### src/rtl/irq_agg_pkg.sv
package irq_agg_pkg;
  localparam int ADDR_W      = 8;
  localparam int DATA_W      = 32;
  localparam int PIPE_BITS   = 6;
  localparam int CORE_BITS   = 4;
  localparam int CORE_LSB    = 1;
  localparam int PIPE_STRIDE = 4;

  localparam logic [ADDR_W-1:0] A_CORE_STAT = 8'h00;
  localparam logic [ADDR_W-1:0] A_CORE_EN   = 8'h01;
  localparam logic [ADDR_W-1:0] A_CORE_CLR  = 8'h02;
  localparam logic [ADDR_W-1:0] A_SRC       = 8'h03;
  localparam logic [ADDR_W-1:0] A_MASK      = 8'h04;
  localparam logic [ADDR_W-1:0] A_SRC_RAW   = 8'h05;
  localparam logic [ADDR_W-1:0] A_PIPE_BASE = 8'h10;

  typedef enum logic [1:0] {
    PR_STAT = 2'd0,
    PR_EN   = 2'd1,
    PR_CLR  = 2'd2,
    PR_RSVD = 2'd3
  } pipe_reg_e;

  typedef enum logic [2:0] {
    RS_NONE,
    RS_CORE_STAT,
    RS_CORE_EN,
    RS_SRC,
    RS_MASK,
    RS_SRC_RAW,
    RS_PIPE_STAT,
    RS_PIPE_EN
  } rd_sel_e;
endpackage

### src/rtl/irq_stat_bank.sv
module irq_stat_bank #(
  parameter int W = 6
) (
  input  logic         clk_i,
  input  logic         rst_ni,
  input  logic [W-1:0] evt_i,
  input  logic         en_wr_i,
  input  logic         clr_wr_i,
  input  logic [W-1:0] wdata_i,
  output logic [W-1:0] stat_o,
  output logic [W-1:0] en_o,
  output logic         pend_o
);
  logic [W-1:0] stat_q, en_q, clr_mask;

  assign clr_mask = clr_wr_i ? wdata_i : '0;

  always_ff @(posedge clk_i or negedge rst_ni) begin
    if (!rst_ni) begin
      stat_q <= '0;
      en_q   <= '0;
    end else begin
      // set wins over a same-cycle clear
      stat_q <= (stat_q & ~clr_mask) | evt_i;
      if (en_wr_i) en_q <= wdata_i;
    end
  end

  assign stat_o = stat_q;
  assign en_o   = en_q;
  assign pend_o = |(stat_q & en_q);

  p_sticky_r1: assert property (@(posedge clk_i) disable iff (!rst_ni)
    !clr_wr_i |=> (($past(stat_o) & ~stat_o) == '0));

  p_set_wins_r8: assert property (@(posedge clk_i) disable iff (!rst_ni)
    (evt_i != '0) |=> ((stat_o & $past(evt_i)) == $past(evt_i)));

  p_clear_r2: assert property (@(posedge clk_i) disable iff (!rst_ni)
    clr_wr_i |=> ((stat_o & $past(wdata_i & ~evt_i)) == '0));
endmodule

### src/rtl/irq_addr_dec.sv
module irq_addr_dec
  import irq_agg_pkg::*;
#(
  parameter int NUM_PIPES = 8,
  parameter int IDX_W     = 3
) (
  input  logic [ADDR_W-1:0]    addr_i,
  input  logic                 wr_en_i,
  output rd_sel_e              rd_sel_o,
  output logic [IDX_W-1:0]     pipe_idx_o,
  output logic                 core_en_wr_o,
  output logic                 core_clr_wr_o,
  output logic                 mask_wr_o,
  output logic [NUM_PIPES-1:0] pipe_en_wr_o,
  output logic [NUM_PIPES-1:0] pipe_clr_wr_o
);
  localparam int SLOT_W = ADDR_W - 2;

  logic [ADDR_W-1:0] off;
  logic [SLOT_W-1:0] slot;
  pipe_reg_e         preg;
  logic              in_pipe;

  assign off     = addr_i - A_PIPE_BASE;
  assign slot    = off[ADDR_W-1:2];
  assign preg    = pipe_reg_e'(off[1:0]);
  assign in_pipe = (addr_i >= A_PIPE_BASE) && (int'(slot) < NUM_PIPES);
  assign pipe_idx_o = slot[IDX_W-1:0];

  assign core_en_wr_o  = wr_en_i && (addr_i == A_CORE_EN);
  assign core_clr_wr_o = wr_en_i && (addr_i == A_CORE_CLR);
  assign mask_wr_o     = wr_en_i && (addr_i == A_MASK);

  for (genvar g = 0; g < NUM_PIPES; g++) begin : g_wr
    assign pipe_en_wr_o[g]  = wr_en_i && in_pipe && (int'(slot) == g) && (preg == PR_EN);
    assign pipe_clr_wr_o[g] = wr_en_i && in_pipe && (int'(slot) == g) && (preg == PR_CLR);
  end

  always_comb begin
    rd_sel_o = RS_NONE;
    if (in_pipe) begin
      if (preg == PR_STAT)    rd_sel_o = RS_PIPE_STAT;
      else if (preg == PR_EN) rd_sel_o = RS_PIPE_EN;
    end else begin
      case (addr_i)
        A_CORE_STAT: rd_sel_o = RS_CORE_STAT;
        A_CORE_EN:   rd_sel_o = RS_CORE_EN;
        A_SRC:       rd_sel_o = RS_SRC;
        A_MASK:      rd_sel_o = RS_MASK;
        A_SRC_RAW:   rd_sel_o = RS_SRC_RAW;
        default:     rd_sel_o = RS_NONE;
      endcase
    end
  end
endmodule

### src/rtl/irq_aggregator.sv
module irq_aggregator
  import irq_agg_pkg::*;
#(
  parameter int NUM_PIPES = 8
) (
  input  logic                           clk_i,
  input  logic                           rst_ni,
  input  logic [ADDR_W-1:0]              addr_i,
  input  logic                           wr_en_i,
  input  logic [DATA_W-1:0]              wdata_i,
  output logic [DATA_W-1:0]              rdata_o,
  input  logic [NUM_PIPES*PIPE_BITS-1:0] pipe_evt_i,
  input  logic [CORE_BITS-1:0]           core_evt_i,
  output logic                           irq_o
);
  localparam int IDX_W = (NUM_PIPES > 1) ? $clog2(NUM_PIPES) : 1;
  localparam logic [DATA_W-1:0] SRC_VALID =
    ((DATA_W'(1) << NUM_PIPES) - DATA_W'(1)) | (DATA_W'(1) << (DATA_W-1));

  rd_sel_e              rd_sel;
  logic [IDX_W-1:0]     pipe_idx;
  logic                 core_en_wr, core_clr_wr, mask_wr;
  logic [NUM_PIPES-1:0] pipe_en_wr, pipe_clr_wr, pipe_pend;
  logic [PIPE_BITS-1:0] pipe_stat [NUM_PIPES];
  logic [PIPE_BITS-1:0] pipe_en   [NUM_PIPES];
  logic [CORE_BITS-1:0] core_stat, core_en;
  logic                 core_pend;
  logic [DATA_W-1:0]    mask_q, src_raw, src;

  irq_addr_dec #(.NUM_PIPES(NUM_PIPES), .IDX_W(IDX_W)) i_dec (
    .addr_i        (addr_i),
    .wr_en_i       (wr_en_i),
    .rd_sel_o      (rd_sel),
    .pipe_idx_o    (pipe_idx),
    .core_en_wr_o  (core_en_wr),
    .core_clr_wr_o (core_clr_wr),
    .mask_wr_o     (mask_wr),
    .pipe_en_wr_o  (pipe_en_wr),
    .pipe_clr_wr_o (pipe_clr_wr)
  );

  for (genvar g = 0; g < NUM_PIPES; g++) begin : g_pipe
    irq_stat_bank #(.W(PIPE_BITS)) i_bank (
      .clk_i    (clk_i),
      .rst_ni   (rst_ni),
      .evt_i    (pipe_evt_i[g*PIPE_BITS +: PIPE_BITS]),
      .en_wr_i  (pipe_en_wr[g]),
      .clr_wr_i (pipe_clr_wr[g]),
      .wdata_i  (wdata_i[PIPE_BITS-1:0]),
      .stat_o   (pipe_stat[g]),
      .en_o     (pipe_en[g]),
      .pend_o   (pipe_pend[g])
    );
  end

  irq_stat_bank #(.W(CORE_BITS)) i_core_bank (
    .clk_i    (clk_i),
    .rst_ni   (rst_ni),
    .evt_i    (core_evt_i),
    .en_wr_i  (core_en_wr),
    .clr_wr_i (core_clr_wr),
    .wdata_i  (wdata_i[CORE_LSB +: CORE_BITS]),
    .stat_o   (core_stat),
    .en_o     (core_en),
    .pend_o   (core_pend)
  );

  always_ff @(posedge clk_i or negedge rst_ni) begin
    if (!rst_ni)      mask_q <= '0;
    else if (mask_wr) mask_q <= wdata_i & SRC_VALID;
  end

  always_comb begin
    src_raw = '0;
    src_raw[NUM_PIPES-1:0] = pipe_pend;
    src_raw[DATA_W-1] = core_pend;
  end

  assign src   = src_raw & mask_q;
  assign irq_o = |src;

  always_comb begin
    rdata_o = '0;
    case (rd_sel)
      RS_CORE_STAT: rdata_o[CORE_LSB +: CORE_BITS] = core_stat;
      RS_CORE_EN:   rdata_o[CORE_LSB +: CORE_BITS] = core_en;
      RS_SRC:       rdata_o = src;
      RS_MASK:      rdata_o = mask_q;
      RS_SRC_RAW:   rdata_o = src_raw;
      RS_PIPE_STAT: rdata_o[PIPE_BITS-1:0] = pipe_stat[pipe_idx];
      RS_PIPE_EN:   rdata_o[PIPE_BITS-1:0] = pipe_en[pipe_idx];
      default:      rdata_o = '0;
    endcase
  end

  p_mask_gates_r6: assert property (@(posedge clk_i) disable iff (!rst_ni)
    (mask_q == '0) |-> !irq_o);

  p_irq_has_cause_r6: assert property (@(posedge clk_i) disable iff (!rst_ni)
    irq_o |-> (core_pend || (pipe_pend != '0)));

  p_mask_width_r11: assert property (@(posedge clk_i) disable iff (!rst_ni)
    (mask_q & ~SRC_VALID) == '0);

  p_core_src_r5: assert property (@(posedge clk_i) disable iff (!rst_ni)
    src_raw[DATA_W-1] |-> ((core_stat & core_en) != '0));
endmodule

### config.mk
export PLATFORM = sky130hd
export DESIGN_NAME = irq_aggregator
export DESIGN_NICKNAME = d
export VERILOG_FILES = /design/src/rtl/irq_agg_pkg.sv /design/src/rtl/irq_stat_bank.sv /design/src/rtl/irq_addr_dec.sv /design/src/rtl/irq_aggregator.sv
export SDC_FILE = /design/constraint.sdc
export NUM_CORES = 1
export LEC_CHECK = 0
export ABC_AREA = 1
export ABC_CLOCK_PERIOD_IN_PS = 2400
export BUFFER_PORTS_ARGS = -buffer_cell sky130_fd_sc_hd__buf_2
export CAP_MARGIN = 20
export CORE_ASPECT_RATIO = 0.9
export CORE_UTILIZATION = 45
export CTS_BUF_LIST = sky130_fd_sc_hd__clkbuf_8 sky130_fd_sc_hd__clkbuf_16
export CTS_CLUSTER_SIZE = 14
export DETAILED_ROUTE_END_ITERATION = 8
export PLACE_DENSITY = 0.66
export SYNTH_ARGS = -nofsm -noshare
export SYNTH_HDL_FRONTEND = slang
export SYNTH_SLANG_ARGS = --single-unit
export TNS_END_PERCENT = 5
### constraint.sdc
create_clock -name clk_i -period 2.4 [get_ports clk_i]
set_clock_uncertainty 0.1 [all_clocks]
set_input_delay 0.12 -clock clk_i [delete_from_list [all_inputs] [get_ports clk_i]]
set_output_delay 0.12 -clock clk_i [all_outputs]
set_load 0.005 [all_outputs]
==> results.md, run 1 <==
* final hold violations: 0
* initial antenna violation count: 0
* peak clock frequency supported by timing: 450 MHz
* ANT cells: 0
* Mapped Area: 6470 um2
* 1st-pass router iterations: 5
* internal power contribution: 3920 uW
* final core utilization: 58.7%
* clock root buffer: sky130_fd_sc_hd__clkbuf_16
* floorplan die area: 14900 um2
* clock-pin slew on the worst setup and hold paths: 60 ps
* fraction of power consumed by the clock network: 52.7%
* # DRC: 0
* peak supply drop: 0.485 mV
* element type at the critical path start: primary input
* slew at the pin closest to its max-slew limit: 770 ps
* status: complete, no violations
* global-route usage over all layers: 27.9%
* fraction of power spent switching nets: 24.1%
* launch point of the worst reg-to-reg path: mask_q[7]$_DFFE_PN0P_
* Max clock buf depth: 2
* Final GP Congestion: 0.924
* Tmin final: 2220 ps
* number of placed I/O pins: 128
* switching power total: 1240 uW
* Power Density: 628 nW/um2
* row cnt: 41
* P&R area growth vs syn: 27.0%
* worst-path fanout max: 13
* final critical-path setup slack: 176 ps
* number of clock sinks: 113
* number of DRC violations after detailed-routing iteration 0: 482
* XOR/XNOR share of the synthesized area: 0%
* number of global-route vias before repair: 5925
* Final Routed Wirelength: 19.5 mm
* average wire per cell in the routed design: 16.2 um
* combinational family with the most area after synthesis: simple AND/OR/NAND/NOR gates
* unrepaired setup endpoints after global routing: yes
* filler cell count: 1284
* R2R Path End: mask_q[7]$_DFFE_PN0P_
* remaining global-route overflow: 0
* count of antenna-violating nets left after detailed routing: 0
* multiplexer area fraction after synthesis: 0.522%
* Worst Setup EP: rdata_o[2]
* Core Footprint: 14000 um2
* via density per instance: 5.13
* count of buffers from port buffering: 81
* count of vias placed by the detailed router: 6191
* CP Capture Type: primary output
* starting density of the core: 46.2%
* share of total power in combinational logic: 9.7%
* Avg Synthesized Cell Area: 7.54 um2
* number of setup violations in the final report: 0
* Static Leak: 0.00419 uW
* Warnings, synthesis: 0
* post-CTS repair timing setup buffer count: 0
* width of the die: 128 um
* floorplan die height: 116 um
* final layout net count: 1100
* Max Transition Viols Final: 0
* synthesized instance count: 858
* max-cap viol count: 0
* clock buffers created by TritonCTS: 17
* internal reg-to-reg setup slack: 1530 ps
* flip-flop and latch count after synthesis: 113
* HPWL reported at the end of detailed placement: 13.4 mm
* Slew headroom: 48.6%
* share of layout cells above drive strength 1: 16.5%
* worst reg-to-reg path cell count: 1
* simple-gate area share of the yosys netlist: 26.8%
* endpoint arrival time on the critical path: 2000 ps
* path class of the lowest-slack min-delay path: in -> async
* pin count of the biggest net entering global routing: 48
* first element of the critical path: addr_i[2]
* pre-CTS setup slack: 88.8 ps
* Worst-Skew Late Latency: 420 ps
* global-route wire length before repair: 31.0 mm
* CTS H-tree depth: 4
* clock tree from TritonCTS: built
* required time of the worst setup path: 2180 ps
* post-route fraction of the period consumed by the critical path: 92.7%
* share of synthesized cell area in full adder, half adder and majority cells: 0.774%
* post-synthesis sequential area ratio: 43.7%
* number of distinct library cell variants in the gate-level netlist after synthesis: 37
* startpoint-to-endpoint class of the critical path: in -> out
* fraction of the mapped netlist area in compound gates: 16.6%
* sequential share of power: 37.6%
flip-flops by register name, summed over array words and instances (netlist names):
signal and cells:
g_pipe.i_bank.en_o 48, i_core_bank.stat_o 4, g_pipe.i_bank.stat_o 48, i_core_bank.en_o 4, mask_q 9
timing repair:
action | in CTS | in global routing
hold buffers | 56 | 0
endpoints found under the setup margin | 0 | 1
endpoints found under the hold margin | 168 | 0
gates resized for setup | 0 | 2
cell type report:
class	instances	area (um2)	area share [%]
clock buffers	19	453	5.51
flip-flops and latches	113	2830	34.4
multi-input cells	605	2990	36.3
well taps	193	241	2.94
clock inverters	12	181	2.21
repair buffers	152	1110	13.5
inverters	112	420	5.12
kinds of logic (layout without fill, tap and decap cells):
kind of cell | Yosys count | count (layout)
simple gates | 391 | 391
mux | 3 | 3
flops | 113 | 113
buf+inv | 162 | 295
other cells | 1 | 23
fa+ha+maj | 4 | 4
compound gates | 184 | 184
how the worst min path moves through the flow:
stage / from / cells past startpoint / to
6_report: rst_ni / 2 / g_pipe[2].i_bank.en_o[0]$_DFFE_PN0P_
3_3_place_gp: rst_ni / 1 / g_pipe[2].i_bank.stat_o[3]$_DFF_PN0_
4_1_cts: rst_ni / 2 / g_pipe[2].i_bank.en_o[0]$_DFFE_PN0P_
3_5_place_dp: rst_ni / 1 / g_pipe[3].i_bank.stat_o[1]$_DFF_PN0_
2_1_floorplan: rst_ni / 0 / g_pipe[0].i_bank.en_o[0]$_DFFE_PN0P_
5_1_grt: rst_ni / 2 / g_pipe[3].i_bank.stat_o[5]$_DFF_PN0_
through the flow:
stage / power [uW] / cells / TNS, ps / cell area, um2 / hold slack (ps)
floorplan: 2210 / 880 / 0 / 6550 / -276
global placement: 2400 / 1119 / 0 / 7020 / -20.4
detailed placement: 2400 / 1119 / 0 / 7020 / -24.2
CTS: 5170 / 1206 / 0 / 8210 / 82.9
global route: 5310 / 1206 / -5.95 / 8220 / 111
finish: 5160 / 1206 / 0 / 8220 / 71.9
cells in the mapped netlist, drive strengths merged:
| library cell | n | area (um2) |
|---|---|---|
| a21oi | 23 | 115 |
| a22o | 5 | 43.8 |
| a22oi | 1 | 7.51 |
| and2 | 2 | 12.5 |
| buf | 42 | 293 |
| clkbuf | 8 | 30.0 |
| clkinv | 5 | 18.8 |
| conb | 1 | 3.75 |
| dfrtp | 113 | 2830 |
| ha | 4 | 50.1 |
| inv | 107 | 402 |
| mux2 | 3 | 33.8 |
| nand2 | 203 | 790 |
| nand3 | 42 | 235 |
| nand3b | 2 | 15.0 |
| nand4 | 25 | 171 |
| nor2 | 97 | 392 |
| nor3 | 12 | 71.3 |
| nor4 | 1 | 6.26 |
| o2111ai | 3 | 26.3 |
| o21ai | 107 | 558 |
| o21bai | 31 | 233 |
| o22ai | 12 | 75.1 |
| o31ai | 2 | 15.0 |
| or2 | 7 | 43.8 |
metal layers:
metal,global-route usage [%],vias up,share of wire [%]
met2,43.4,204,44
met3,5.63,22,6.4
li1,-,3033,-
met5,0,-,0
met1,39.1,2932,48
met4,8.94,0,1.8
placed cells by master, fill, tap and decap left out, types with 2 or more instances in the layout:
| master | instances |
|---|---|
| sky130_fd_sc_hd__bufinv_16 | 4 |
| sky130_fd_sc_hd__inv_2 | 4 |
| sky130_fd_sc_hd__or2_2 | 7 |
| sky130_fd_sc_hd__mux2_2 | 3 |
| sky130_fd_sc_hd__clkinv_1 | 5 |
| sky130_fd_sc_hd__inv_1 | 104 |
| sky130_fd_sc_hd__o21ai_0 | 93 |
| sky130_fd_sc_hd__clkbuf_8 | 2 |
| sky130_fd_sc_hd__nand3_1 | 37 |
| sky130_fd_sc_hd__nor2_4 | 3 |
| sky130_fd_sc_hd__buf_12 | 2 |
| sky130_fd_sc_hd__o22ai_1 | 12 |
| sky130_fd_sc_hd__nor2_1 | 90 |
| sky130_fd_sc_hd__o21bai_1 | 31 |
| sky130_fd_sc_hd__inv_6 | 3 |
| sky130_fd_sc_hd__o31ai_1 | 2 |
| sky130_fd_sc_hd__o2111ai_1 | 3 |
| sky130_fd_sc_hd__conb_1 | 23 |
| sky130_fd_sc_hd__nand3b_1 | 2 |
| sky130_fd_sc_hd__a21oi_1 | 23 |
| sky130_fd_sc_hd__o21ai_2 | 6 |
| sky130_fd_sc_hd__and2_1 | 2 |
| sky130_fd_sc_hd__o21ai_1 | 8 |
| sky130_fd_sc_hd__clkinvlp_4 | 3 |
| sky130_fd_sc_hd__nand4_1 | 24 |
| sky130_fd_sc_hd__nand2_4 | 2 |
| sky130_fd_sc_hd__dlygate4sd3_1 | 56 |
| sky130_fd_sc_hd__nand3_2 | 5 |
| sky130_fd_sc_hd__buf_2 | 80 |
| sky130_fd_sc_hd__dfrtp_1 | 113 |
| sky130_fd_sc_hd__nand2_2 | 5 |
| sky130_fd_sc_hd__buf_4 | 14 |
| sky130_fd_sc_hd__ha_1 | 4 |
| sky130_fd_sc_hd__nor2_2 | 4 |
| sky130_fd_sc_hd__nand2_1 | 196 |
| sky130_fd_sc_hd__clkbuf_16 | 17 |
| sky130_fd_sc_hd__a22o_1 | 5 |
| sky130_fd_sc_hd__nor3_1 | 11 |
critical path, cell delays in order:
cell                      delay [ps]
sky130_fd_sc_hd__buf_2           150
sky130_fd_sc_hd__nand2_1         410
sky130_fd_sc_hd__buf_4           270
sky130_fd_sc_hd__nor2_1           60
sky130_fd_sc_hd__a21oi_1         220
sky130_fd_sc_hd__nand2_1          80
sky130_fd_sc_hd__nand2_1          60
sky130_fd_sc_hd__nand2_1          60
sky130_fd_sc_hd__o21ai_0         260
sky130_fd_sc_hd__nor2_1           90
sky130_fd_sc_hd__nand4_1          90
sky130_fd_sc_hd__buf_2           120
power groups by stage:
stage	clock network [uW]	logic, uW	registers [uW]
2_1_floorplan	0	245	1970
3_3_place_gp	0	424	1970
3_5_place_dp	0	424	1970
4_1_cts	2740	497	1940
5_1_grt	2820	555	1940
6_report	2720	503	1940
Power figures use the tool's default switching activity.
==> run 2: changes to the inputs <==
--- a/config.mk
+++ b/config.mk
@@ -6,7 +6,7 @@
 export NUM_CORES = 1
 export LEC_CHECK = 0
 export ABC_AREA = 1
-export ABC_CLOCK_PERIOD_IN_PS = 2400
+export ABC_CLOCK_PERIOD_IN_PS = 2380
 export BUFFER_PORTS_ARGS = -buffer_cell sky130_fd_sc_hd__buf_2
 export CAP_MARGIN = 20
 export CORE_ASPECT_RATIO = 0.9
@@ -14,6 +14,7 @@
 export CTS_BUF_LIST = sky130_fd_sc_hd__clkbuf_8 sky130_fd_sc_hd__clkbuf_16
 export CTS_CLUSTER_SIZE = 14
 export DETAILED_ROUTE_END_ITERATION = 8
+export GPL_TIMING_DRIVEN = 0
 export PLACE_DENSITY = 0.66
 export SYNTH_ARGS = -nofsm -noshare
 export SYNTH_HDL_FRONTEND = slang
==> constraint.sdc (replaced) <==
create_clock -name clk_i -period 2.38 [get_ports clk_i]
set_clock_uncertainty 0.1 [all_clocks]
set_input_delay 0.119 -clock clk_i [delete_from_list [all_inputs] [get_ports clk_i]]
set_output_delay 0.119 -clock clk_i [all_outputs]
set_load 0.005 [all_outputs]
==> run 2 against run 1 <==
Net effect: die area stayed put; final cell count is 3.0% higher; wire length is 10% higher; combinational power is 8.9% higher; critical path type is now reg -> out; hold slack better by 37 ps; flip-flop and latch count stayed put; largest cell class unchanged; via count is 2.9% higher; global-route usage is 3.0 points higher; critical path depth is 5 lower; worst setup slack worse by 21 ps; sequential share of layout area is 0.69 points lower.
==> results.md, run 2 (same netlist as run 1, synthesis figures left out) <==
* status: complete, no violations
* element type at the critical path start: register
* worst-path fanout max: 2
* global-route track usage on met3: 7.53%
* clock-pin slew on the worst setup and hold paths: 50 ps
* Static Leak: 0.00431 uW
* startpoint-to-endpoint class of the critical path: reg -> out
* peak clock frequency supported by timing: 449 MHz
* Tmin final: 2230 ps
* 1st-pass router iterations: 5
* Power Density: 595 nW/um2
* unrepaired setup endpoints after global routing: no
* number of clock sinks: 113
* global-route track usage on met1: 43.0%
* Final GP Congestion: 0.945
* switching power total: 1310 uW
* initial antenna violation count: 0
* fin area: 8380 um2
* max-cap viol count: 0
* starting density of the core: 46.2%
* count of antenna-violating nets left after detailed routing: 0
* required time of the worst setup path: 2160 ps
* leading cell type in the layout, fill and taps excluded: sky130_fd_sc_hd__nand2_1
* count of vias placed by the detailed router: 6372
* global routing usage on met2: 47.2%
* pin count of the biggest net entering global routing: 60
* floorplan die height: 116 um
* multi-input logic area: 2990 um2
* row cnt: 41
* endpoint arrival time on the critical path: 2010 ps
* fraction of power spent switching nets: 26.3%
* Final Routed Wirelength: 21.5 mm
* clock buffers created by TritonCTS: 17
* commonest non-fill, non-tap cells in the layout: 196 x sky130_fd_sc_hd__nand2_1, 113 x sky130_fd_sc_hd__dfrtp_1, 105 x sky130_fd_sc_hd__inv_1, 95 x sky130_fd_sc_hd__buf_2
* CTS H-tree depth: 4
* path class of the lowest-slack min-delay path: in -> async
* number of global-route vias before repair: 5884
* Max Transition Viols Final: 0
* peak supply drop: 0.520 mV
* final layout net count: 1135
* Max clock buf depth: 2
* number of setup violations in the final report: 0
* sequential share of power: 39.2%
* Most Crowded Layer GR: met2
* slew at the pin closest to its max-slew limit: 826 ps
* floorplan die area: 14900 um2
* post-route fraction of the period consumed by the critical path: 93.5%
* clock tree from TritonCTS: built
* CP Capture Type: primary output
* share of layout cells above drive strength 1: 18.7%
* number of placed I/O pins: 128
* global-route usage over all layers: 30.9%
* filler cell count: 1300
* final hold violations: 0
* remaining global-route overflow: 0
* area used by sequential logic in the layout: 2830 um2
* global-route wire length before repair: 33.1 mm
* P&R area growth vs syn: 29.6%
* Hold Slack: 109 ps
* via density per instance: 5.13
* fraction of power consumed by the clock network: 49.8%
* final setup TNS: 0 ps
* count of buffers from port buffering: 81
* Post-Place Cell Area: 7230 um2
* clock root buffer: sky130_fd_sc_hd__clkbuf_16
* width of the die: 128 um
* ANT cells: 0
* # DRC: 0
* Core Footprint: 14000 um2
* share of total power in combinational logic: 11.0%
* average wire per cell in the routed design: 17.3 um
* Worst-Skew Late Latency: 430 ps
* internal power contribution: 3680 uW
* number of DRC violations after detailed-routing iteration 0: 466
* Slew headroom: 44.9%
* HPWL reported at the end of detailed placement: 15.3 mm
run 2: changes by cell type in the layout (fill, tap and decap cells not counted), sizes merged:
| cell | delta |
|---|---|
| clkinv | +4 |
| buf | +28 |
| bufinv | -3 |
| clkbuf | +8 |
| clkinvlp | -1 |
run 2: area by class of cell:
type / count / share of cell area (%)
buffer: 49 / 3.81
clock buffer: 20 / 5.57
clock inverter: 12 / 1.31
inverter: 112 / 5.07
multi-input combinational: 605 / 35.7
sequential: 113 / 33.7
tap: 193 / 2.88
timing repair buffer: 138 / 11.9
run 2: final timing paths:
kind | depth (start not counted) | slack (ps) | startpoint | end
max reg2reg | 1 | 1510 | mask_q[7]$_DFFE_PN0P_ | mask_q[7]$_DFFE_PN0P_
max | 7 | 150 | g_pipe[0].i_bank.stat_o[0]$_DFF_PN0_ | irq_o
min reg2reg | 2 | 390 | g_pipe[4].i_bank.en_o[3]$_DFFE_PN0P_ | g_pipe[4].i_bank.en_o[3]$_DFFE_PN0P_
min in group clk_i | 3 | 110 | wr_en_i | i_core_bank.en_o[2]$_DFFE_PN0P_
max in group asynchronous | 3 | 1390 | rst_ni | g_pipe[4].i_bank.en_o[0]$_DFFE_PN0P_
min | 2 | 110 | rst_ni | g_pipe[2].i_bank.stat_o[3]$_DFF_PN0_
run 2: power groups by stage:
stage | registers, uW | clock network [uW] | logic, uW
floorplan | 1980 | 0 | 247
global placement | 1990 | 0 | 462
detailed placement | 1990 | 0 | 469
CTS | 1960 | 2500 | 540
global route | 1960 | 2590 | 602
finish | 1960 | 2490 | 548
run 2: through the flow:
stage	std cells	utilization [%]	worst slack, ps	total power (uW)
after floorplan	880	-	408	2230
after global placement	1154	51.4	-401	2450
after detailed placement	1155	51.6	-348	2460
final	1242	59.9	155	4990
after global routing	1242	59.9	27.2	5150
after CTS	1242	59.8	87.6	5000
run 2: repair_timing:
| item | 4_1_cts | 5_1_grt |
|---|---|---|
| hold buffers | 56 | 0 |
| setup buffers | 0 | 0 |
| resized for setup | 1 | 7 |
| setup endpoints to repair | 10 | 9 |
| cloned | 0 | 0 |
| endpoints found under the hold margin | 109 | 0 |
run 2: worst max-delay path: stages (launching register included):
cell and delay, ps:
sky130_fd_sc_hd__dfrtp_1 410, sky130_fd_sc_hd__inv_1 100, sky130_fd_sc_hd__o22ai_1 100, sky130_fd_sc_hd__nor3_2 330
sky130_fd_sc_hd__nor2_1 110, sky130_fd_sc_hd__a21oi_1 190, sky130_fd_sc_hd__nand4_1 170, sky130_fd_sc_hd__buf_2 170
run 2: per-layer routing:
metal	wire [um]	up-vias
met5	0	-
met4	489	0
met3	1860	36
met2	9480	280
met1	9690	2950
li1	-	3106
